File: config.mk
export PLATFORM = sky130hd
export DESIGN_NAME = txbd_ring_engine
export DESIGN_NICKNAME = d
export VERILOG_FILES = /design/src/rtl/txr_pkg.sv /design/src/rtl/txr_desc_ram.sv /design/src/rtl/txr_buf_ram.sv /design/src/rtl/txr_regs.sv /design/src/rtl/txr_seq.sv /design/src/rtl/txbd_ring_engine.sv
export SDC_FILE = /design/constraint.sdc
export NUM_CORES = 2
export LEC_CHECK = 0
export BUFFER_PORTS_ARGS = -buffer_cell sky130_fd_sc_hd__buf_2
export CAP_MARGIN = 20
export CORE_MARGIN = 8
export CORE_UTILIZATION = 57
export DETAILED_ROUTE_END_ITERATION = 12
export PLACE_DENSITY = 0.72
export SLEW_MARGIN = 5
export SYNTH_ARGS = -nofsm -noshare
export SYNTH_HDL_FRONTEND = slang
export SYNTH_SLANG_ARGS = --single-unit
File: constraint.sdc
create_clock -name clk -period 3.73 [get_ports clk]
set_input_delay 0.746 -clock clk [delete_from_list [all_inputs] [get_ports clk]]
set_output_delay 0.746 -clock clk [all_outputs]
set_load 0.05 [all_outputs]
File: src/rtl/txr_pkg.sv
package txr_pkg;
  localparam int FLAG_N   = 5;
  localparam int FL_READY = 0;
  localparam int FL_WRAP  = 1;
  localparam int FL_LAST  = 2;
  localparam int FL_CRC   = 3;
  localparam int FL_IRQ   = 4;

  localparam logic [1:0] RA_BASE  = 2'd0;
  localparam logic [1:0] RA_CTRL  = 2'd1;
  localparam logic [1:0] RA_EVENT = 2'd2;

  typedef enum logic [1:0] {S_HALT, S_FETCH, S_SEND, S_RETIRE} seq_state_e;
endpackage

File: src/rtl/txr_desc_ram.sv
module txr_desc_ram #(
  parameter int NUM_DESC = 8,
  parameter int DW       = 21,
  parameter int RDY_POS  = 16,
  parameter int IDX_W    = 3
) (
  input  logic             clk,
  input  logic             host_we,
  input  logic [IDX_W-1:0] host_idx,
  input  logic [DW-1:0]    host_wdata,
  output logic [DW-1:0]    host_rdata,
  input  logic [IDX_W-1:0] eng_idx,
  input  logic             eng_clr,
  output logic [DW-1:0]    eng_rdata
);
  logic [NUM_DESC-1:0][DW-1:0] words;

  for (genvar g = 0; g < NUM_DESC; g++) begin : g_ent
    logic [DW-1:0] word_q;
    logic          hit_host, hit_eng;
    assign hit_host = host_we && (host_idx == IDX_W'(g));
    assign hit_eng  = eng_clr && (eng_idx == IDX_W'(g));
    always_ff @(posedge clk) begin
      if (hit_host)     word_q <= host_wdata;
      else if (hit_eng) word_q[RDY_POS] <= 1'b0;
    end
    assign words[g] = word_q;
  end

  assign host_rdata = words[host_idx];
  assign eng_rdata  = words[eng_idx];
endmodule

File: src/rtl/txr_buf_ram.sv
module txr_buf_ram #(
  parameter int AW     = 8,
  parameter int DATA_W = 8,
  localparam int DEPTH = 1 << AW
) (
  input  logic              clk,
  input  logic              host_we,
  input  logic [AW-1:0]     host_addr,
  input  logic [DATA_W-1:0] host_wdata,
  input  logic [AW-1:0]     rd_addr,
  output logic [DATA_W-1:0] rd_data
);
  logic [DATA_W-1:0] mem [DEPTH];

  always_ff @(posedge clk) begin
    if (host_we) mem[host_addr] <= host_wdata;
  end

  assign rd_data = mem[rd_addr];
endmodule

File: src/rtl/txr_regs.sv
module txr_regs import txr_pkg::*; #(
  parameter int IDX_W = 3,
  parameter int REG_W = 16
) (
  input  logic             clk,
  input  logic             rst_n,
  input  logic             reg_wr,
  input  logic [1:0]       reg_addr,
  input  logic [REG_W-1:0] reg_wdata,
  output logic [REG_W-1:0] reg_rdata,
  input  logic             halted,
  input  logic             gs_set,
  output logic [IDX_W-1:0] base_idx,
  output logic             load_en,
  output logic [IDX_W-1:0] load_idx,
  output logic             clr_halt,
  output logic             gs_req,
  output logic             gs_done
);
  logic [IDX_W-1:0] base_q, base_d;
  logic             gs_req_q, gs_req_d, gs_done_q, gs_done_d;
  logic             wr_ctrl, wr_evt;

  always_comb begin
    load_en  = reg_wr && (reg_addr == RA_BASE);
    wr_ctrl  = reg_wr && (reg_addr == RA_CTRL);
    wr_evt   = reg_wr && (reg_addr == RA_EVENT);
    load_idx = reg_wdata[IDX_W-1:0];
    clr_halt = wr_ctrl && reg_wdata[0];
    base_d   = load_idx;
    gs_req_d = wr_ctrl ? reg_wdata[1] : gs_req_q;
    if (gs_set)                      gs_done_d = 1'b1;
    else if (wr_evt && reg_wdata[1]) gs_done_d = 1'b0;
    else                             gs_done_d = gs_done_q;
    reg_rdata = '0;
    case (reg_addr)
      RA_BASE:  reg_rdata[IDX_W-1:0] = base_q;
      RA_CTRL:  reg_rdata[1] = gs_req_q;
      RA_EVENT: reg_rdata[1:0] = {gs_done_q, halted};
      default:  reg_rdata = '0;
    endcase
  end

  always_ff @(posedge clk or negedge rst_n) begin
    if (!rst_n) begin
      base_q    <= '0;
      gs_req_q  <= 1'b0;
      gs_done_q <= 1'b0;
    end else begin
      if (load_en) base_q <= base_d;
      gs_req_q  <= gs_req_d;
      gs_done_q <= gs_done_d;
    end
  end

  assign base_idx = base_q;
  assign gs_req   = gs_req_q;
  assign gs_done  = gs_done_q;
endmodule

File: src/rtl/txr_seq.sv
module txr_seq import txr_pkg::*; #(
  parameter int NUM_DESC = 8,
  parameter int PTR_W    = 8,
  parameter int LEN_W    = 8,
  parameter int IDX_W    = 3,
  localparam int DW      = FLAG_N + LEN_W + PTR_W
) (
  input  logic             clk,
  input  logic             rst_n,
  input  logic             clr_halt,
  input  logic             gs_req,
  input  logic [IDX_W-1:0] base_idx,
  input  logic             load_en,
  input  logic [IDX_W-1:0] load_idx,
  input  logic [DW-1:0]    desc_word,
  output logic [IDX_W-1:0] desc_idx,
  output logic             desc_clr,
  output logic [PTR_W-1:0] buf_addr,
  output logic             tx_valid,
  input  logic             tx_ready,
  output logic             tx_sof,
  output logic             tx_eof,
  output logic             tx_crc,
  output logic             tx_irq,
  output logic             tx_done,
  output logic             halted,
  output logic             gs_set
);
  seq_state_e        state_q, state_d;
  logic [IDX_W-1:0]  cur_q, cur_d, nxt_idx;
  logic [LEN_W-1:0]  cnt_q, cnt_d, len_q;
  logic [PTR_W-1:0]  ptr_q;
  logic              crc_q, irq_q, wrap_q, ld_en, last_byte;
  logic [PTR_W-1:0]  d_ptr;
  logic [LEN_W-1:0]  d_len;
  logic [FLAG_N-1:0] d_flags;

  assign d_ptr     = desc_word[PTR_W-1:0];
  assign d_len     = desc_word[PTR_W +: LEN_W];
  assign d_flags   = desc_word[PTR_W+LEN_W +: FLAG_N];
  assign last_byte = (cnt_q == len_q - LEN_W'(1));
  assign nxt_idx   = (cur_q == IDX_W'(NUM_DESC-1)) ? '0 : cur_q + IDX_W'(1);

  always_comb begin
    state_d  = state_q;
    cur_d    = cur_q;
    cnt_d    = cnt_q;
    ld_en    = 1'b0;
    desc_clr = 1'b0;
    tx_done  = 1'b0;
    gs_set   = 1'b0;
    case (state_q)
      S_HALT: if (clr_halt) state_d = S_FETCH;
      S_FETCH: begin
        if (gs_req) begin
          gs_set  = 1'b1;
          state_d = S_HALT;
        end else if (!d_flags[FL_READY]) begin
          state_d = S_HALT;
        end else begin
          ld_en   = 1'b1;
          cnt_d   = '0;
          state_d = (d_len == '0) ? S_RETIRE : S_SEND;
        end
      end
      S_SEND: begin
        if (tx_ready && last_byte) state_d = S_RETIRE;
        else if (tx_ready)         cnt_d = cnt_q + LEN_W'(1);
      end
      S_RETIRE: begin
        desc_clr = 1'b1;
        tx_done  = 1'b1;
        cur_d    = wrap_q ? base_idx : nxt_idx;
        state_d  = S_FETCH;
      end
      default: state_d = S_HALT;
    endcase
    if (load_en) cur_d = load_idx;
  end

  always_ff @(posedge clk or negedge rst_n) begin
    if (!rst_n) begin
      state_q <= S_HALT;
      cur_q   <= '0;
      cnt_q   <= '0;
      len_q   <= '0;
      ptr_q   <= '0;
      crc_q   <= 1'b0;
      irq_q   <= 1'b0;
      wrap_q  <= 1'b0;
    end else begin
      state_q <= state_d;
      cur_q   <= cur_d;
      cnt_q   <= cnt_d;
      if (ld_en) begin
        len_q  <= d_len;
        ptr_q  <= d_ptr;
        crc_q  <= d_flags[FL_CRC];
        irq_q  <= d_flags[FL_IRQ];
        wrap_q <= d_flags[FL_WRAP];
      end
    end
  end

  assign desc_idx = cur_q;
  assign buf_addr = ptr_q + PTR_W'(cnt_q);
  assign tx_valid = (state_q == S_SEND);
  assign tx_sof   = tx_valid && (cnt_q == '0);
  assign tx_eof   = tx_valid && last_byte;
  assign tx_crc   = tx_valid && crc_q;
  assign tx_irq   = tx_valid && irq_q;
  assign halted   = (state_q == S_HALT);
endmodule

File: src/rtl/txbd_ring_engine.sv
module txbd_ring_engine import txr_pkg::*; #(
  parameter int NUM_DESC = 8,
  parameter int PTR_W    = 8,
  parameter int LEN_W    = 8,
  parameter int DATA_W   = 8,
  parameter int REG_W    = 16,
  localparam int IDX_W   = (NUM_DESC > 1) ? $clog2(NUM_DESC) : 1,
  localparam int DW      = FLAG_N + LEN_W + PTR_W
) (
  input  logic              clk,
  input  logic              rst_n,
  input  logic              reg_wr,
  input  logic [1:0]        reg_addr,
  input  logic [REG_W-1:0]  reg_wdata,
  output logic [REG_W-1:0]  reg_rdata,
  input  logic              desc_we,
  input  logic [IDX_W-1:0]  desc_idx,
  input  logic [DW-1:0]     desc_wdata,
  output logic [DW-1:0]     desc_rdata,
  input  logic              buf_we,
  input  logic [PTR_W-1:0]  buf_addr,
  input  logic [DATA_W-1:0] buf_wdata,
  output logic              tx_valid,
  input  logic              tx_ready,
  output logic [DATA_W-1:0] tx_data,
  output logic              tx_sof,
  output logic              tx_eof,
  output logic              tx_crc,
  output logic              tx_irq,
  output logic              tx_done
);
  localparam int RDY_POS = PTR_W + LEN_W + FL_READY;

  logic [1:0]       rst_pipe_q;
  logic             rst_int_n;
  logic             halted_w, gs_set_w, gs_req_w, gs_done_w;
  logic             clr_halt_w, load_en_w, eng_clr_w;
  logic [IDX_W-1:0] base_w, load_idx_w, eng_idx_w;
  logic [DW-1:0]    eng_word_w;
  logic [PTR_W-1:0] rd_addr_w;

  always_ff @(posedge clk or negedge rst_n) begin
    if (!rst_n) rst_pipe_q <= '0;
    else        rst_pipe_q <= {rst_pipe_q[0], 1'b1};
  end
  assign rst_int_n = rst_pipe_q[1];

  txr_regs #(.IDX_W(IDX_W), .REG_W(REG_W)) u_regs (
    .clk(clk), .rst_n(rst_int_n), .reg_wr(reg_wr), .reg_addr(reg_addr),
    .reg_wdata(reg_wdata), .reg_rdata(reg_rdata), .halted(halted_w),
    .gs_set(gs_set_w), .base_idx(base_w), .load_en(load_en_w),
    .load_idx(load_idx_w), .clr_halt(clr_halt_w), .gs_req(gs_req_w),
    .gs_done(gs_done_w)
  );

  txr_desc_ram #(.NUM_DESC(NUM_DESC), .DW(DW), .RDY_POS(RDY_POS), .IDX_W(IDX_W)) u_desc (
    .clk(clk), .host_we(desc_we), .host_idx(desc_idx), .host_wdata(desc_wdata),
    .host_rdata(desc_rdata), .eng_idx(eng_idx_w), .eng_clr(eng_clr_w),
    .eng_rdata(eng_word_w)
  );

  txr_buf_ram #(.AW(PTR_W), .DATA_W(DATA_W)) u_buf (
    .clk(clk), .host_we(buf_we), .host_addr(buf_addr), .host_wdata(buf_wdata),
    .rd_addr(rd_addr_w), .rd_data(tx_data)
  );

  txr_seq #(.NUM_DESC(NUM_DESC), .PTR_W(PTR_W), .LEN_W(LEN_W), .IDX_W(IDX_W)) u_seq (
    .clk(clk), .rst_n(rst_int_n), .clr_halt(clr_halt_w), .gs_req(gs_req_w),
    .base_idx(base_w), .load_en(load_en_w), .load_idx(load_idx_w),
    .desc_word(eng_word_w), .desc_idx(eng_idx_w), .desc_clr(eng_clr_w),
    .buf_addr(rd_addr_w), .tx_valid(tx_valid), .tx_ready(tx_ready),
    .tx_sof(tx_sof), .tx_eof(tx_eof), .tx_crc(tx_crc), .tx_irq(tx_irq),
    .tx_done(tx_done), .halted(halted_w), .gs_set(gs_set_w)
  );
endmodule

==> flow_metrics.py <==
metrics = {
    "clock_network": {
        "cts_buffer_depth": 3,
        "root_buffer": "clkbuf_16",
        "cts_buffers": 217,
        "cts.sinks": 2255,
        "cts_tree": "built",
        "path_clk_slew_ns": 0.06,
        "insertion_delay_ns": 0.85,
        "htreeDepth": 4,
    },
    "worst_hold_path": {
        "hold_path_class": "input port to register",
        "hold_depth": 1,
        "hold_start": "desc_wdata[18]",
    },
    "route": {
        "firstDrtPassIters": 6,
        "ant_nets": 0,
        "drt_iter0_drc": 6481,
        "wl_per_cell_um": 31.0,
        "drc": 0,
        "avgViaCountPerCell": 6.49,
        "drt_wl_total_um": 226000,
        "detailroute.via_count": 47364,
    },
    "power_and_ir_drop": {
        "p_leak_nw": 34.8,
        "ir_drop_uv": 736,
        "cellPowerDensity_nw_per_um2": 784,
        "power.total_mw": 83.1,
    },
    "synthesis": {
        "ys_seq_area_share_pct": 75.2,
        "ys.flop_type": "edfxtp_1",
        "ys_ff_latch": 2255,
        "yosys_warnings": 0,
        "synthArstFlopShare_pct": 1.73,
        "synth_edf_count": 2216,
        "synth.cell_area_sq_um": 89700,
        "ys_types": 69,
        "syn_avg_cell_area_sq_um": 20.7,
        "syn_inst": 4335,
    },
    "floorplan": {
        "start_util_pct": 57.5,
        "dieWidth_um": 413,
        "die_h_um": 413,
        "rows": 145,
        "pin_count": 115,
        "core_sq_um": 156000,
        "die-area_sq_um": 170000,
    },
    "placed_design": {
        "postPlaceCellArea_sq_um": 97800,
        "io_buffer_count": 88,
        "dp_hpwl_um": 143000,
        "gp_congestion": 0.956,
    },
    "global_route": {
        "grtUsageTotal_pct": 26.5,
        "grt_start_max_net_pins": 125,
        "grt_pass1_wl_um": 328000,
        "grt_antenna_before_repair": 17,
        "grt.overflow.total": 0,
        "grt_pass1_vias": 47941,
    },
    "timing": {
        "slew_headroom_pct": 29.6,
        "skew_ns": 0.00870,
        "layout_min_cycle_time_ns": 5.54,
        "setup_violations": 8,
        "fmax_mhz": 181,
        "tightest_slew_ns": 1.06,
        "tns_ns": -13.67,
        "hold_viol_final": 0,
        "setup_ws_ns": -1.81,
        "period_share_pct": 148,
        "rsz0062_at_grt": "true",
        "slew_viol_final": 0,
    },
    "worst_setup_path": {
        "criticalPathCategory": "register to output pin",
        "reg2reg_depth": 7,
        "r2r_setup_slack_ns": 0.99,
        "r2r-end": "u_seq.state_q[0]",
        "crit_start": "u_seq.cnt_q[0]",
        "cp-start-kind": "register",
        "critPathCaptureType": "output pin",
        "cp.arrival_ns": 4.79,
        "crit_required_ns": 2.98,
        "cp-endpoint": "tx_data[4]",
        "timing.rr.start": "u_seq.desc_idx[2]",
        "worstPathMaxFanout": 6,
    },
    "status": {
        "failed_checks": "setup timing",
        "outcome": "finished with violations",
    },
    "cells_and_area": {
        "drive_above_1_share_pct": 35.1,
        "post-route-util_pct": 67.8,
        "multi_input_area_sq_um": 21500,
        "nNetsFinal": 5131,
        "fin_area_sq_um": 106000,
        "seq_area_sq_um": 67500,
        "syn2layout_area_growth_pct": 18.0,
        "fillers": 9549,
    },
    "run": {
        "maxCapViolations": 0,
    },
}
registers in the layout, indices dropped and copies added (netlist names):
register	flops
u_regs.base_idx	3
u_seq.desc_idx	3
u_desc.g_ent.word_q	168
u_seq.cnt_q	8
u_regs.gs_done	1
rst_pipe_q	2
u_seq.crc_q	1
u_buf.mem	2048
u_regs.gs_req	1
u_seq.wrap_q	1
u_seq.ptr_q	8
u_seq.state_q	2
u_seq.irq_q	1
u_seq.len_q	8
critical path: stages, from the launching register on:
cell and delay, ns:
dfrtp_2 0.42, ha_4 0.17, fa_4 0.79, buf_6 0.12
buf_12 0.15, buf_12 0.13, mux4_2 0.34, mux4_2 0.52
o211ai_1 0.36, buf_4 0.19, a22oi_2 0.08, a31oi_4 0.29
buf_6 0.16, nor3_4 0.04, buf_6 0.16
layout make-up:
| cell class | instances | area share, % |
|---|---|---|
| clock buffer | 261 | 5.30 |
| inverter | 19 | 0.0673 |
| multi-input combinational | 1806 | 20.3 |
| sequential | 2255 | 63.8 |
| timing repair buffer | 747 | 6.71 |
| antenna | 7 | 0.0165 |
| tap | 2058 | 2.43 |
| clock inverter | 140 | 1.44 |
cell usage in the layout, fill, tap and decap left out, types with 19 or more instances in the layout:
cell type and n:
mux2_2 23, bufinv_16 22, buf_4 528, nand2_1 203
buf_12 98, clkinv_1 57, mux4_2 652, a21oi_1 40
clkbuf_16 219, clkinv_2 29, buf_2 70, dfrtp_1 34
nand3_1 115, ha_1 19, inv_1 19, edfxtp_1 2216
buf_6 24, clkbuf_1 42, o21ai_0 49, mux2i_1 33
nor2_1 366
worst min-delay path by stage:
stage	endpoint	slack, ns
floorplan	rst_pipe_q[1]	0.33
global placement	u_seq.ptr_q[2]	0.26
detailed placement	u_seq.ptr_q[3]	0.27
CTS	u_desc.g_ent[2].word_q[18]	0.10
global route	u_desc.g_ent[4].word_q[2]	0.13
finish	u_desc.g_ent[2].word_q[18]	0.15
power by group:
part	internal, mW	total, mW	switching [mW]
Combinational	16.1	32.8	16.7
Clock	12.3	21.9	9.55
Sequential	28.1	28.4	0.326
synth_stat cells (5+ instances only):
cell type     n  area share (%)
buf_6         5           0.063
clkbuf_1    118            0.49
o31a_1        7           0.068
a31oi_1      20            0.14
a311oi_1      7           0.068
nor3_1       19            0.11
inv_1        19           0.079
xnor2_1       8           0.078
dfrtp_1      39             1.1
and2_1       14           0.098
buf_2        66            0.37
o21ai_0      61            0.34
edfxtp_1   2216              74
mux4_1       11            0.32
nand2_1     208            0.87
o211ai_1     16            0.13
buf_1        33            0.14
nand4_1      12           0.084
a31o_2       10           0.098
mux2i_1      36            0.40
xor2_1       12            0.12
a22oi_1       9           0.075
nor2_1      377             1.6
a32o_1       14            0.16
and3_1       12           0.084
a21o_1        7           0.059
nand3_1     117            0.65
ha_1         20            0.28
o311ai_0      5           0.049
nor2b_1      12           0.084
mux2_2       23            0.29
a21oi_1      50            0.28
buf_4        45            0.38
o22ai_1      22            0.15
mux4_2      643              16
cells by family (layout without fill, tap and decap cells):
group / after synthesis / count (layout) / share of synthesized area, %
DFF: 2255 / 2255 / 75.2
and+or+nand+nor: 795 / 795 / 3.79
muxes: 714 / 714 / 17.2
buffers and inverters: 286 / 1167 / 1.52
AOI/OAI and AO/OA: 242 / 242 / 1.79
adders and majority gates: 21 / 21 / 0.301
xor gates and xnor gates: 20 / 20 / 0.195
other: 2 / 21 / 0.00837
metrics by stage:
step | setup slack (ns) | hold slack (ns) | std cells
final | -1.81 | 0.150 | 7293
after global routing | -1.86 | 0.126 | 7286
after CTS | -1.83 | 0.103 | 7277
after detailed placement | -1.32 | 0.268 | 6847
after global placement | -1.30 | 0.258 | 6847
after floorplan | -0.0256 | 0.331 | 4347
timing repair:
action | CTS | global route
setup endpoints to repair | 10 | 9
endpoints found under the hold margin | 2 | 0
setup buffers | 21 | 9
hold buffers | 1 | 0
resized for setup | 93 | 18
gates cloned | 8 | 2
pin swaps | 25 | 8
layer usage:
layer	vias to the layer above	GRT usage, %	share of wire, %
met3	471	5.54	9.7
met2	2737	42.8	49
met4	8	9.27	3.8
met5	-	0	0.024
met1	24856	36.4	38
li1	19292	-	-
(Power assumes the default switching activity.)
